**config.mk**
```make
export PLATFORM = sky130hd
export DESIGN_NAME = simd_cmp_minmax_sad
export DESIGN_NICKNAME = d
export VERILOG_FILES = /design/src/rtl/simd_cmp_minmax_sad.sv
export SDC_FILE = /design/constraint.sdc
export NUM_CORES = 1
export LEC_CHECK = 0
export BUFFER_PORTS_ARGS = -buffer_cell sky130_fd_sc_hd__buf_4
export CAP_MARGIN = 20
export CORE_MARGIN = 1
export CORE_UTILIZATION = 59
export DETAILED_ROUTE_END_ITERATION = 6
export GPL_TIMING_DRIVEN = 0
export PLACE_DENSITY_LB_ADDON = 0.1
export SETUP_SLACK_MARGIN = 0.05
export SLEW_MARGIN = 5
export SYNTH_ARGS = -nofsm -noshare
export SYNTH_HDL_FRONTEND = slang
export SYNTH_SLANG_ARGS = --single-unit
```
**constraint.sdc**
```tcl
create_clock -name clk -period 1.15 [get_ports clk]
set_clock_uncertainty 0.05 [all_clocks]
set_input_delay 0.0575 -clock clk [delete_from_list [all_inputs] [get_ports clk]]
set_output_delay 0.0575 -clock clk [all_outputs]
set_load 0.01 [all_outputs]
```
**src/rtl/simd_cmp_minmax_sad.sv**
```systemverilog
`timescale 1ns/1ps
module simd_cmp_minmax_sad #(
  parameter int DATA_W = 64
) (
  input  logic              clk,
  input  logic              rst_n,
  input  logic              in_valid,
  input  logic [DATA_W-1:0] op_a,
  input  logic [DATA_W-1:0] op_b,
  input  logic [1:0]        opcode,
  input  logic [1:0]        lane_sz,
  input  logic              rel_gt,
  output logic              out_valid,
  output logic [DATA_W-1:0] result
);
  localparam int N8    = DATA_W / 8;
  localparam int N16   = DATA_W / 16;
  localparam int N32   = DATA_W / 32;
  localparam int SAD_W = $clog2(N8 * 255 + 1);
  localparam logic [1:0] OP_CMP = 2'd0;
  localparam logic [1:0] OP_MIN = 2'd1;
  localparam logic [1:0] OP_MAX = 2'd2;

  logic [DATA_W-1:0] cmp8, cmp16, cmp32, mm8, mm16, nxt;
  logic [7:0]        adiff [N8];
  logic [SAD_W-1:0]  sad;
  wire               want_max = (opcode == OP_MAX);

  for (genvar g = 0; g < N8; g++) begin : g_b
    wire [7:0] a = op_a[8*g +: 8];
    wire [7:0] b = op_b[8*g +: 8];
    wire hit = rel_gt ? ($signed(a) > $signed(b)) : (a == b);
    wire big = a > b;
    assign cmp8[8*g +: 8] = {8{hit}};
    assign mm8[8*g +: 8]  = (want_max == big) ? a : b;
    assign adiff[g]       = big ? a - b : b - a;
  end

  for (genvar g = 0; g < N16; g++) begin : g_h
    wire [15:0] a = op_a[16*g +: 16];
    wire [15:0] b = op_b[16*g +: 16];
    wire hit = rel_gt ? ($signed(a) > $signed(b)) : (a == b);
    wire big = $signed(a) > $signed(b);
    assign cmp16[16*g +: 16] = {16{hit}};
    assign mm16[16*g +: 16]  = (want_max == big) ? a : b;
  end

  for (genvar g = 0; g < N32; g++) begin : g_w
    wire [31:0] a = op_a[32*g +: 32];
    wire [31:0] b = op_b[32*g +: 32];
    wire hit = rel_gt ? ($signed(a) > $signed(b)) : (a == b);
    assign cmp32[32*g +: 32] = {32{hit}};
  end

  always_comb begin
    sad = '0;
    for (int i = 0; i < N8; i++) sad = sad + SAD_W'(adiff[i]);
  end

  always_comb begin
    case (opcode)
      OP_CMP:  nxt = (lane_sz == 2'd0) ? cmp8 : (lane_sz == 2'd1) ? cmp16 : cmp32;
      OP_MIN,
      OP_MAX:  nxt = (lane_sz == 2'd0) ? mm8 : mm16;
      default: nxt = DATA_W'(sad);
    endcase
  end

  always_ff @(posedge clk or negedge rst_n) begin
    if (!rst_n) begin
      out_valid <= 1'b0;
      result    <= '0;
    end else begin
      out_valid <= in_valid;
      if (in_valid) result <= nxt;
    end
  end
endmodule

```
==> results by group, run 1 <==
Status
  – Outcome: stopped before the end
  – Failing step: global routing (5_1_grt)
  – Err: [ERROR GRT-0232] Routing congestion too high. Check the congestion heatmap in the GUI.

Yosys
  – EDFF count, synth: 0
  – Mean post-synth cell area: 8.42 sq um
  – Synth Instances: 1336
  – Synth Flop Type: dfrtp_1
  – Top post-synthesis cells by area: ha_1 16%, dfrtp_1 14%, fa_1 11%
  – Syn Nets: 1675
  – Post-Syn Area: between 10000 and 15000 sq um
  – Register area share after synthesis: 14.5%
  – Distinct cells, synth: roughly 90
  – Ys Warns: 0
  – FF+latch count, synth: between 60 and 70
  – Top-area cell type share of the netlist area: 15.6%
  – Async S/R FF share, synth: 100%
  – Cell taking the most area after synthesis: ha_1

Placed design
  – Setup WS pre-CTS: -5120 ps
  – GP Congestion: 0.995
  – Port bufs: 200
  – HPWL Detailed: 28.0 mm

Floorplanning
  – Top Ports: 201
  – Chip width: 140 microns
  – Die height: 140 microns
  – Initial core utilization: 60.1%
  – Num rows: 50

GRT
  – Total congestion overflow: 21
  – Global Route Usage Sum: slightly above 70%
  – Largest net degree at the start of global routing: 66

CTS
  – TritonCTS Buffers: 9
  – Root Buffer: clkbuf_16
  – H-tree depth: 3
  – Clock sinks: 65
  – Bufs on Longest Clock Path: 2

STA
  – Worst-path end type: register data pin
  – Post-GRT worst EP: result[10]$_DFFE_PN0P_/D
## cell usage after synthesis, types with 4 or more instances
| library cell | n |
|---|---|
| xnor2_1 | 41 |
| o32a_1 | 9 |
| a31oi_1 | 25 |
| o31ai_1 | 13 |
| nor2_1 | 35 |
| mux2i_1 | 58 |
| o21bai_1 | 5 |
| o221a_2 | 6 |
| inv_1 | 248 |
| nand4_1 | 28 |
| dfrtp_1 | 65 |
| a21boi_0 | 5 |
| o211ai_1 | 9 |
| clkbuf_1 | 28 |
| nand2_1 | 61 |
| buf_4 | 4 |
| o21ai_0 | 40 |
| o21a_1 | 8 |
| and2_1 | 9 |
| o22ai_1 | 6 |
| nor3_1 | 26 |
| fa_1 | 63 |
| nor2b_1 | 15 |
| and3_1 | 4 |
| o22a_1 | 5 |
| a21o_1 | 27 |
| or3_1 | 11 |
| buf_2 | 15 |
| or2_2 | 4 |
| ha_1 | 140 |
| nand3b_1 | 5 |
| nand3_1 | 48 |
| xor2_1 | 14 |
| mux2_2 | 25 |
| a31oi_2 | 6 |
| o221ai_1 | 30 |
| a21oi_1 | 111 |
## per-stage QoR
stage          hold slack (ps)  setup TNS (ps)  area, sq um  std cells
2_1_floorplan             -288          -95520        12000       1336
3_3_place_gp               183         -128620        13800       1770
3_5_place_dp               196         -131070        13800       1770
4_1_cts                   -180         -100750        16100       1922
## repair_timing
action,4_1_cts
gates cloned,2
setup endpoints to repair,64
hold buffers,57
pin swaps,97
setup buffers,78
gates resized for setup,164
hold endpoints to repair,102
## per-layer routing
metal,GRT usage (%),overflow
met3,54.9,0
met2,90.8,7
met1,70.8,0
met5,19.3,0
met4,68.1,14
## cells by family after synthesis
logic type,synth area share [%]
flip-flops,14.5
buffers and inverters,10.4
AND/OR/NAND/NOR,12.5
adder cells (fa/ha/maj),26.8
AO/OA/AOI/OAI,22.5
XOR/XNOR,5.70
multiplexers,7.67
==> run 2: changes to the inputs <==
--- a/config.mk
+++ b/config.mk
@@ -8,11 +8,10 @@
 export BUFFER_PORTS_ARGS = -buffer_cell sky130_fd_sc_hd__buf_4
 export CAP_MARGIN = 20
 export CORE_MARGIN = 1
-export CORE_UTILIZATION = 59
+export CORE_UTILIZATION = 40
 export DETAILED_ROUTE_END_ITERATION = 6
 export GPL_TIMING_DRIVEN = 0
-export PLACE_DENSITY_LB_ADDON = 0.1
-export SETUP_SLACK_MARGIN = 0.05
+export PLACE_DENSITY_LB_ADDON = 0.15
 export SLEW_MARGIN = 5
 export SYNTH_ARGS = -nofsm -noshare
 export SYNTH_HDL_FRONTEND = slang
==> results by group, run 2 <==
Worst setup path
  – R2R cell count: 2
  – Worst setup path end: result[9]$_DFFE_PN0P_
  – Critical path fanouts, max: 4
  – Startpoint Class: primary input
  – Setup CP Type: primary input to flip-flop
  – Reg2reg setup slack: ~230 ps
  – Critical Path AT: roughly 5800 ps
  – Most Frequent Cell on Critical Path: a21o_1
  – Worst Path Required: 1340 ps
  – CP max-delay cell: fa_1
  – Max incr delay on CP: 500 ps
  – Worst R2R Start: result[10]$_DFFE_PN0P_
  – R2r endpoint: result[10]$_DFFE_PN0P_
  – Worst setup EP type: flip-flop
  – Crit. Startpoint: op_a[16]

Yosys
  – Synth Instances: 1336
  – Commonest cells post-synth: 248 x inv_1, 140 x ha_1, 111 x a21oi_1
  – Post-synthesis compound-gate area fraction: ~22%
  – Syn Nets: about 1700
  – FF+latch count, synth: 65
  – Mean post-synth cell area: approximately 8.4 sq um
  – Distinct cells, synth: 89
  – Synth Flop Type: dfrtp_1
  – Synth Area in Simple Gates: 12.5%
  – Ys Warns: 0
  – EDFF count, synth: 0
  – Largest family of logic cells by synthesized area: adder cells
  – Register area share after synthesis: ~14%
  – Area share of fa/ha/maj cells after synthesis: a little over a quarter
  – Top post-synthesis cells by area: ha_1 16%, dfrtp_1 14%, fa_1 11%
  – Top-area cell type share of the netlist area: 15.6%
  – Cell taking the most area after synthesis: ha_1
  – Mux contribution to synthesized area: 7.67%
  – Xor/xnor share of the synthesized area: around 5.7%
  – Post-Syn Area: 11200 sq um
  – Top-count cell post-synth: inv_1
  – Async S/R FF share, synth: between 90% and 100%

Routing
  – Avg Vias per Cell: 5.51
  – Routed wire length: 40.6 mm
  – Drt first pass iters: 7
  – Drt drc: 2
  – DRT iter0 DRCs: approximately 730
  – Post-DR wirelength/cell: between 15 and 20 microns
  – Antenna-violating nets left: 0
  – DR vias: 11660

CTS
  – H-tree depth: 3
  – Root Buffer: clkbuf_16
  – CTS tree: built
  – TritonCTS Buffers: 9
  – Clock sinks: 65
  – Worst-path clk slew: 60 ps
  – Bufs on Longest Clock Path: 2
  – Worst-skew pair later-pin latency: 360 ps

STA
  – Slew @ Worst Pin: 984 ps
  – Min Tclk post-route: approximately 5600 ps
  – Highest clock rate: 0.180 GHz
  – Rel. slew slack: 34.4%
  – Hold_ws: -209 ps
  – Setup violations, final: 64
  – Final setup margin: -4420 ps
  – Max-slew violation count: 0
  – RSZ-0062 raised after global routing: yes
  – Period Utilization, post-route: 484%
  – Hold Violations, Final: 66

Final layout
  – Largest reg by FF count: result
  – Footprint of the multi-input gates: 10200 sq um
  – Antenna Cells: 0
  – Synth-to-layout area growth: 55.0%
  – Register area: 1630 sq um
  – Commonest non-fill, non-tap cell in the layout: buf_4
  – Final Cell Area: 17400 sq um
  – Layout cell share with drive strength beyond 1: 39.7%
  – Commonest non-fill, non-tap cells in the layout: 272 x buf_4, 199 x inv_1, 90 x ha_1
  – Non-Filler Instances: 2117
  – Number of fill cells: 2334
  – Regs by FF count: result (64), out_valid (1)
  – Max reg flops: 64
  – Final #Nets: ~2100

Min path
  – HP Class: primary input to asynchronous set/reset pin

Placed design
  – Port bufs: 200
  – GP Congestion: roughly 0.92
  – Inst Count DP: around 1900
  – Dpl cell area: 14000 sq um
  – HPWL Detailed: a little under 30 mm

GRT
  – Total congestion overflow: 0
  – Largest net degree at the start of global routing: 66
  – Number of global-route vias before repair: 11575
  – Antenna violations before repair: 0
  – First-pass GRT wire length: 62.0 mm
  – Global Route Usage Sum: 27.7%

Floorplanning
  – Initial core utilization: between 40% and 50%
  – Chip width: ~170 microns
  – Die height: 170 microns
  – Core Box Area: around 28000 sq um
  – Top Ports: between 200 and 250
  – Die area: around 29000 sq um
  – Num rows: 61

Status
  – Outcome: finished with violations
  – Failing checks: DRC, hold timing, setup timing

Flow run
  – Number of max-cap violations: 0

Pwr
  – Lkg Pwr: 0.00804 uW
  – Pwr Density: 2870 nW/um^2
  – VDD IR max: 6490 uV
## run 2: worst min path at each step
stage          slack [ps]  cells after the start      from                      to
3_3_place_gp          210                      1     rst_n  result[44]$_DFFE_PN0P_
6_report             -210                      1     rst_n  result[40]$_DFFE_PN0P_
4_1_cts              -160                      1     rst_n  result[47]$_DFFE_PN0P_
2_1_floorplan        -290                      0     rst_n     out_valid$_DFF_PN0_
3_5_place_dp          210                      1  in_valid     out_valid$_DFF_PN0_
5_1_grt              -110                      1     rst_n  result[40]$_DFFE_PN0P_
## run 2: logic make-up (layout without fill, tap and decap cells)
family	count (synthesis)	after routing
AOI/OAI and AO/OA	356	356
buffers and inverters	301	703
xor gates and xnor gates	62	63
DFF	65	65
muxes	83	83
and+or+nand+nor	266	266
adders and majority gates	203	203
## run 2: power by group
group          total [uW]  leakage, uW  switching [uW]  internal (uW)
clock                3400     0.000162            1280           2120
combinational       43500      0.00706           21100          22500
sequential           3040     0.000818             282           2760
## run 2: cell type report
class / count / share of cell area [%]
plain buffers: 41 / 1.42
clock inverters: 7 / 0.682
inverters: 251 / 5.86
flip-flops and latches: 65 / 9.33
well taps: 378 / 2.71
repair buffers: 395 / 20.1
multi-input cells: 971 / 58.6
clock buffers: 9 / 1.29
## run 2: worst max-delay path, delay by kind of cell
family	cells	cell delay [ps]
adders and majority gates	7	2660
and+or+nand+nor	3	250
xor gates and xnor gates	2	340
AOI/OAI and AO/OA	9	1720
buffers and inverters	9	740
## run 2: metrics by stage
step	util [%]	total power, uW	setup slack (ps)	TNS [ps]
floorplan	-	25400	-4320	-95520
global placement	50.4	29800	-5060	-131950
detailed placement	50.4	30500	-5100	-134440
CTS	58.7	43200	-4370	-97890
global route	62.9	52900	-4600	-106160
finish	62.9	50000	-4420	-99550
## run 2: repair_timing
| item | 4_1_cts | 5_1_grt |
|---|---|---|
| gates cloned | 2 | 1 |
| endpoints found under the setup margin | 64 | 64 |
| hold buffers | 66 | 1 |
| endpoints found under the hold margin | 104 | 66 |
| gates resized for setup | 156 | 169 |
| setup buffers | 74 | 57 |
| pin swaps | 109 | 117 |
## run 2: routing by layer
layer / GRT usage (%) / share of wire [%]
met1: 36.6 / 44
met2: 46.3 / 47
met4: 8.15 / 3.4
met3: 4.17 / 6.1
met5: 0 / 0
Note: power is estimated with default switching activity, not from simulation.
